## src/rtl/radio_pwr_seq_pkg.sv

```systemverilog
package radio_pwr_seq_pkg;

  typedef enum logic [2:0] {
    ST_OFF      = 3'd0,
    ST_BATT_ON  = 3'd1,
    ST_IO_ON    = 3'd2,
    ST_EN_ON    = 3'd3,
    ST_SETTLE   = 3'd4,
    ST_RUNNING  = 3'd5,
    ST_PDOWN    = 3'd6
  } seqState_t;

  // Strobes from control to datapath; every one acts on the next edge.
  typedef struct packed {
    logic setBatt;
    logic setIo;
    logic setChip;
    logic releaseRst;
    logic dropChipRst;
    logic dropIo;
    logic dropBatt;
    logic clrGap;
    logic clrSettle;
    logic finish;
  } seqStrobe_t;

endpackage

```

## src/rtl/radio_pwr_seq_ctrl.sv

```systemverilog
module radio_pwr_seq_ctrl
  import radio_pwr_seq_pkg::*;
(
  input  logic       clk,
  input  logic       rst,
  input  logic       upReq,
  input  logic       downReq,
  input  logic       gapDone,
  input  logic       settleDone,
  input  logic       ioOn,
  output seqStrobe_t strobe,
  output logic       busy
);

  seqState_t state, nextState;

  always_ff @(posedge clk) begin
    if (rst) state <= ST_OFF;
    else     state <= nextState;
  end

  always_comb begin
    nextState = state;
    strobe    = '0;
    unique case (state)
      ST_OFF: begin
        if (upReq) begin
          strobe.setBatt = 1'b1;
          strobe.clrGap  = 1'b1;
          nextState      = ST_BATT_ON;
        end
      end
      ST_BATT_ON: begin
        if (gapDone) begin
          strobe.setIo  = 1'b1;
          strobe.clrGap = 1'b1;
          nextState     = ST_IO_ON;
        end
      end
      ST_IO_ON: begin
        if (gapDone) begin
          strobe.setChip   = 1'b1;
          strobe.clrGap    = 1'b1;
          strobe.clrSettle = 1'b1;
          nextState        = ST_EN_ON;
        end
      end
      ST_EN_ON: begin
        if (gapDone) nextState = ST_SETTLE;
      end
      ST_SETTLE: begin
        if (downReq) begin
          strobe.dropChipRst = 1'b1;
          strobe.clrGap      = 1'b1;
          nextState          = ST_PDOWN;
        end else if (settleDone) begin
          strobe.releaseRst = 1'b1;
          strobe.finish     = 1'b1;
          nextState         = ST_RUNNING;
        end
      end
      ST_RUNNING: begin
        if (downReq) begin
          strobe.dropChipRst = 1'b1;
          strobe.clrGap      = 1'b1;
          nextState          = ST_PDOWN;
        end
      end
      ST_PDOWN: begin
        if (gapDone) begin
          if (ioOn) begin
            strobe.dropIo = 1'b1;
            strobe.clrGap = 1'b1;
          end else begin
            strobe.dropBatt = 1'b1;
            strobe.finish   = 1'b1;
            nextState       = ST_OFF;
          end
        end
      end
      default: nextState = ST_OFF;
    endcase
  end

  assign busy = (state != ST_OFF) && (state != ST_RUNNING);

endmodule

```

## src/rtl/radio_pwr_seq_dp.sv

```systemverilog
module radio_pwr_seq_dp
  import radio_pwr_seq_pkg::*;
#(
  parameter int GAP_CYCLES = 4,
  parameter int SETTLE_MS  = 5
) (
  input  logic       clk,
  input  logic       rst,
  input  logic       msTick,
  input  seqStrobe_t strobe,
  output logic       gapDone,
  output logic       settleDone,
  output logic       battEn,
  output logic       ioEn,
  output logic       chipEn,
  output logic       resetN,
  output logic       done
);

  localparam int GAP_W        = $clog2(GAP_CYCLES + 1);
  localparam int SETTLE_TICKS = SETTLE_MS + 1;
  localparam int SETTLE_W     = $clog2(SETTLE_TICKS + 1);
  localparam logic [GAP_W-1:0]    GAP_LAST   = GAP_W'(GAP_CYCLES - 1);
  localparam logic [SETTLE_W-1:0] SETTLE_END = SETTLE_W'(SETTLE_TICKS);

  logic [GAP_W-1:0]    gapCnt;
  logic [SETTLE_W-1:0] settleCnt;

  assign gapDone    = (gapCnt == GAP_LAST);
  assign settleDone = (settleCnt == SETTLE_END);

  // Step gap: counts clock cycles, saturates at its last value.
  always_ff @(posedge clk) begin
    if (rst || strobe.clrGap) gapCnt <= '0;
    else if (!gapDone)        gapCnt <= gapCnt + 1'b1;
  end

  // Oscillator settle: counts ms ticks seen since chip enable was set.
  always_ff @(posedge clk) begin
    if (rst || strobe.clrSettle)   settleCnt <= '0;
    else if (msTick && !settleDone) settleCnt <= settleCnt + 1'b1;
  end

  always_ff @(posedge clk) begin
    if (rst) begin
      battEn <= 1'b0;
      ioEn   <= 1'b0;
      chipEn <= 1'b0;
      resetN <= 1'b0;
      done   <= 1'b0;
    end else begin
      if (strobe.setBatt)          battEn <= 1'b1;
      else if (strobe.dropBatt)    battEn <= 1'b0;
      if (strobe.setIo)            ioEn   <= 1'b1;
      else if (strobe.dropIo)      ioEn   <= 1'b0;
      if (strobe.setChip)          chipEn <= 1'b1;
      else if (strobe.dropChipRst) chipEn <= 1'b0;
      if (strobe.releaseRst)       resetN <= 1'b1;
      else if (strobe.dropChipRst) resetN <= 1'b0;
      done <= strobe.finish;
    end
  end

endmodule

```

## src/rtl/radio_pwr_seq.sv

```systemverilog
module radio_pwr_seq
  import radio_pwr_seq_pkg::*;
#(
  parameter int GAP_CYCLES = 4,
  parameter int SETTLE_MS  = 5
) (
  input  logic clk,
  input  logic rst,
  input  logic upReq,
  input  logic downReq,
  input  logic msTick,
  output logic battEn,
  output logic ioEn,
  output logic chipEn,
  output logic resetN,
  output logic busy,
  output logic done
);

  seqStrobe_t strobe;
  logic       gapDone;
  logic       settleDone;

  radio_pwr_seq_ctrl u_ctrl (
    .clk        (clk),
    .rst        (rst),
    .upReq      (upReq),
    .downReq    (downReq),
    .gapDone    (gapDone),
    .settleDone (settleDone),
    .ioOn       (ioEn),
    .strobe     (strobe),
    .busy       (busy)
  );

  radio_pwr_seq_dp #(
    .GAP_CYCLES (GAP_CYCLES),
    .SETTLE_MS  (SETTLE_MS)
  ) u_dp (
    .clk        (clk),
    .rst        (rst),
    .msTick     (msTick),
    .strobe     (strobe),
    .gapDone    (gapDone),
    .settleDone (settleDone),
    .battEn     (battEn),
    .ioEn       (ioEn),
    .chipEn     (chipEn),
    .resetN     (resetN),
    .done       (done)
  );

endmodule

```

## config.mk

```make
export PLATFORM = sky130hd
export DESIGN_NAME = radio_pwr_seq
export DESIGN_NICKNAME = d
export VERILOG_FILES = /design/src/rtl/radio_pwr_seq_pkg.sv /design/src/rtl/radio_pwr_seq_ctrl.sv /design/src/rtl/radio_pwr_seq_dp.sv /design/src/rtl/radio_pwr_seq.sv
export SDC_FILE = /design/constraint.sdc
export NUM_CORES = 1
export LEC_CHECK = 0
export BUFFER_PORTS_ARGS = -buffer_cell sky130_fd_sc_hd__buf_2
export CORE_UTILIZATION = 38
export DETAILED_ROUTE_END_ITERATION = 8
export HOLD_SLACK_MARGIN = 0.15
export RECOVER_POWER = 25
export SETUP_SLACK_MARGIN = 0.1
export SLEW_MARGIN = 20
export SYNTH_ARGS = -nofsm -noshare
export SYNTH_HDL_FRONTEND = slang
export SYNTH_SLANG_ARGS = --single-unit
```

## constraint.sdc

```tcl
create_clock -name clk -period 4.08 [get_ports clk]
set_clock_uncertainty 0.05 [all_clocks]
set_input_delay 0.204 -clock clk [delete_from_list [all_inputs] [get_ports clk]]
set_output_delay 0.204 -clock clk [all_outputs]
set_load 0.005 [all_outputs]
```

==> flow_metrics.tcl <==
set metrics [dict create \
    whs_ns 0.192 \
    comb_power_share_pct 36.6 \
    path_buf_inv 0 \
    die_w_microns 47.8 \
    drc 0 \
    gp_congestion 0.724 \
    r2r_cells 6 \
    slowest_stage "or4b_1" \
    internal_power_uw 306 \
    rows 16 \
    yosysTopAreaCell "dfxtp_1" \
    arrival_ns 2.19 \
    total_power_uw 481 \
    initial_core_util_pct 40.6 \
    maxCapViolations 0 \
    place_area_sq_um 830 \
    synthTopCellsByCount "14 x dfxtp_1, 11 x a21oi_1" \
    insertedDiodeCount 0 \
    coreArea_sq_mm 0.00196 \
    post-synth-top-count-cell "dfxtp_1" \
    synth_cell_types 35 \
    nNetsFinal 109 \
    ys_ff_latch 14 \
    synth_edf_count 0 \
    async_flop_share_pct 0 \
    synth-simple-area-share_pct 23.7 \
    dieArea_sq_mm 0.00228 \
    regArea_sq_um 280 \
    holdPathStages 3 \
    p_per_area_mw_per_mm2 544 \
    finalWirelength_microns 1460 \
    path_depth 6 \
    cts_sinks 14 \
    final_area_sq_um 885 \
    ir_drop_mv 0.253 \
    clk_latency_ns 0.28 \
    slew_headroom_pct 70.3 \
    vias 660 \
    min_period_ns 2.02 \
    synth_mux_area_share_pct 1.26 \
    cts_buffers 3 \
    synth_ff_type "dfxtp_1" \
    synth_top_family_by_area "simple AND/OR/NAND/NOR gates" \
    max_freq_mhz 496 \
    root_buffer "clkbuf_4" \
    clkTransAtPathRegs_ns 0.09 \
    min_path_type "in -> reg" \
    ant_nets 0 \
    multi_input_area_sq_um 447 \
    crit_chain "ha_1 > ha_1 > nor3b_2 > a2111oi_4 > or4b_1 > a21oi_1" \
    dieHeight_microns 47.8 \
    cp_top_family "simple AND/OR/NAND/NOR gates" \
    rsz0062_at_grt "false" \
    synth_area_sq_um 797 \
    netlist_instances 88 \
    yosysSeqAreaShare_pct 35.2 \
    syn_area_per_cell_sq_um 9.06 \
    final_cells 126 \
    p_seq_share_pct 42.5 \
    status "finished, final reports clean" \
    grt_antenna_before_repair 0 \
    finalHoldViolCount 0 \
    drive_gt1_share_pct 19.2 \
    slowest_delay_ns 0.52 \
    crit_type "reg -> reg" \
    synthDominantCellAreaShare_pct 35.2 \
    drv_slew 0 \
    tns_ns 0 \
    grt_remaining_overflow 0 \
    area.growth.synth_to_final_pct 11.0 \
    p_switching_uw 175 \
    grt_pass1_vias 480 \
    p_clk_share_pct 21.0 \
    grt_usage_pct 14.1 \
    netlist_top_cells_area "dfxtp_1 35%, a21oi_1 6.9%, ha_1 6.3%" \
    drt_iter0_drc 19 \
    worst_slew_pin_slew_ns 0.445 \
    startpoint_type "flop" \
    p_sw_share_pct 36.4 \
    synth-adder-area-share_pct 6.28 \
    dp_hpwl_microns 1070 \
    endpoint_kind "flop" \
    synth_nets 97 \
    cts_tree "done" \
    required_ns 4.25 \
    fin_crit_sh_pct 49.4 \
    leakagePower_uw 0.000370 \
    cts_resized 0 \
    cp_common_cell "ha_1" \
    ys.warnings.count 0 \
    portBuffers 10 \
    wl_per_cell_microns 11.6 \
    h-tree-depth 1 \
    path_max_fanout 9 \
    grt_first_pass_wirelength_microns 2190 \
    clockBufferDepth 2 \
    synth_xor_area_share_pct 2.20 \
    synth_compound_area_share_pct 22.6 \
    grt_max_degree 17 \
    fillCellCount 198 \
    cts_hold_buf 2 \
    setup_viol_count_final 0 \
    vias_per_cell 5.24 \
    drtPass1Iterations 5 \
    dp_cells 120 \
    io-pin-count 11 \
    reg2reg_slack_ns 2.06 \
    cts_setup_buffers 0 \
]
==> registers in the layout (all words and copies together), names as in the netlist <==
| register | cells |
|---|---|
| u_dp.ioEn | 1 |
| u_dp.settleCnt | 3 |
| u_dp.gapCnt | 3 |
| u_dp.done | 1 |
| u_dp.chipEn | 1 |
| u_dp.battEn | 1 |
| u_dp.resetN | 1 |
| u_ctrl.state | 3 |
==> power groups by stage <==
stage	Combinational, uW	Clock (uW)	Sequential, uW
after detailed placement	174	0	207
after global placement	172	0	207
after global routing	196	108	211
after CTS	177	103	204
final	176	101	204
after floorplan	166	0	185
==> through the flow <==
stage	worst slack [ns]	util, %
4_1_cts	2.05	45.2
6_report	2.06	45.1
2_1_floorplan	2.32	-
3_3_place_gp	2.14	42.3
3_5_place_dp	2.06	42.3
5_1_grt	1.91	45.1
==> kinds of logic after synthesis <==
| logic type | count (synthesis) |
|---|---|
| flip-flops | 14 |
| adder cells (fa/ha/maj) | 4 |
| AO/OA/AOI/OAI | 26 |
| AND/OR/NAND/NOR | 31 |
| multiplexers | 1 |
| XOR/XNOR | 2 |
| buffers and inverters | 10 |
==> worst min-delay path, stage by stage <==
cell      delay, ns
buf_2          0.11
nand3b_1       0.10
a21oi_1        0.06
==> metal layers <==
metal / wire length [microns] / vias up / track usage (%)
met5: 0 / - / 0
met4: 41 / 0 / 10.0
li1: - / 344 / -
met2: 620 / 14 / 16.5
met1: 719 / 298 / 22.0
met3: 77 / 4 / 2.26
==> final timing paths <==
check                                       end            from
worst max-delay path            u_ctrl.state[0]  u_dp.gapCnt[0]
worst min-delay path                u_dp.battEn           upReq
worst max register to register  u_ctrl.state[0]  u_dp.gapCnt[0]
worst min register to register      u_dp.battEn     u_dp.battEn
==> cell type report <==
class	instances	share of cell area (%)
clock buffer	4	4.10
inverter	5	2.12
multi-input combinational	64	50.5
sequential	14	31.7
tap	27	3.82
timing repair buffer	12	7.78
==> layout by cell type, fill, tap and decap left out, types with 2 or more instances in the layout <==
cell type	count
nand3b_1	4
nor3_1	5
o21ai_0	5
a31oi_1	2
dfxtp_1	14
inv_1	5
dlygate4sd3_1	2
clkbuf_4	3
nand2_1	5
nor2_1	5
o21bai_1	2
buf_2	9
ha_1	4
a21oi_1	11
Power figures use the tool's default switching activity.
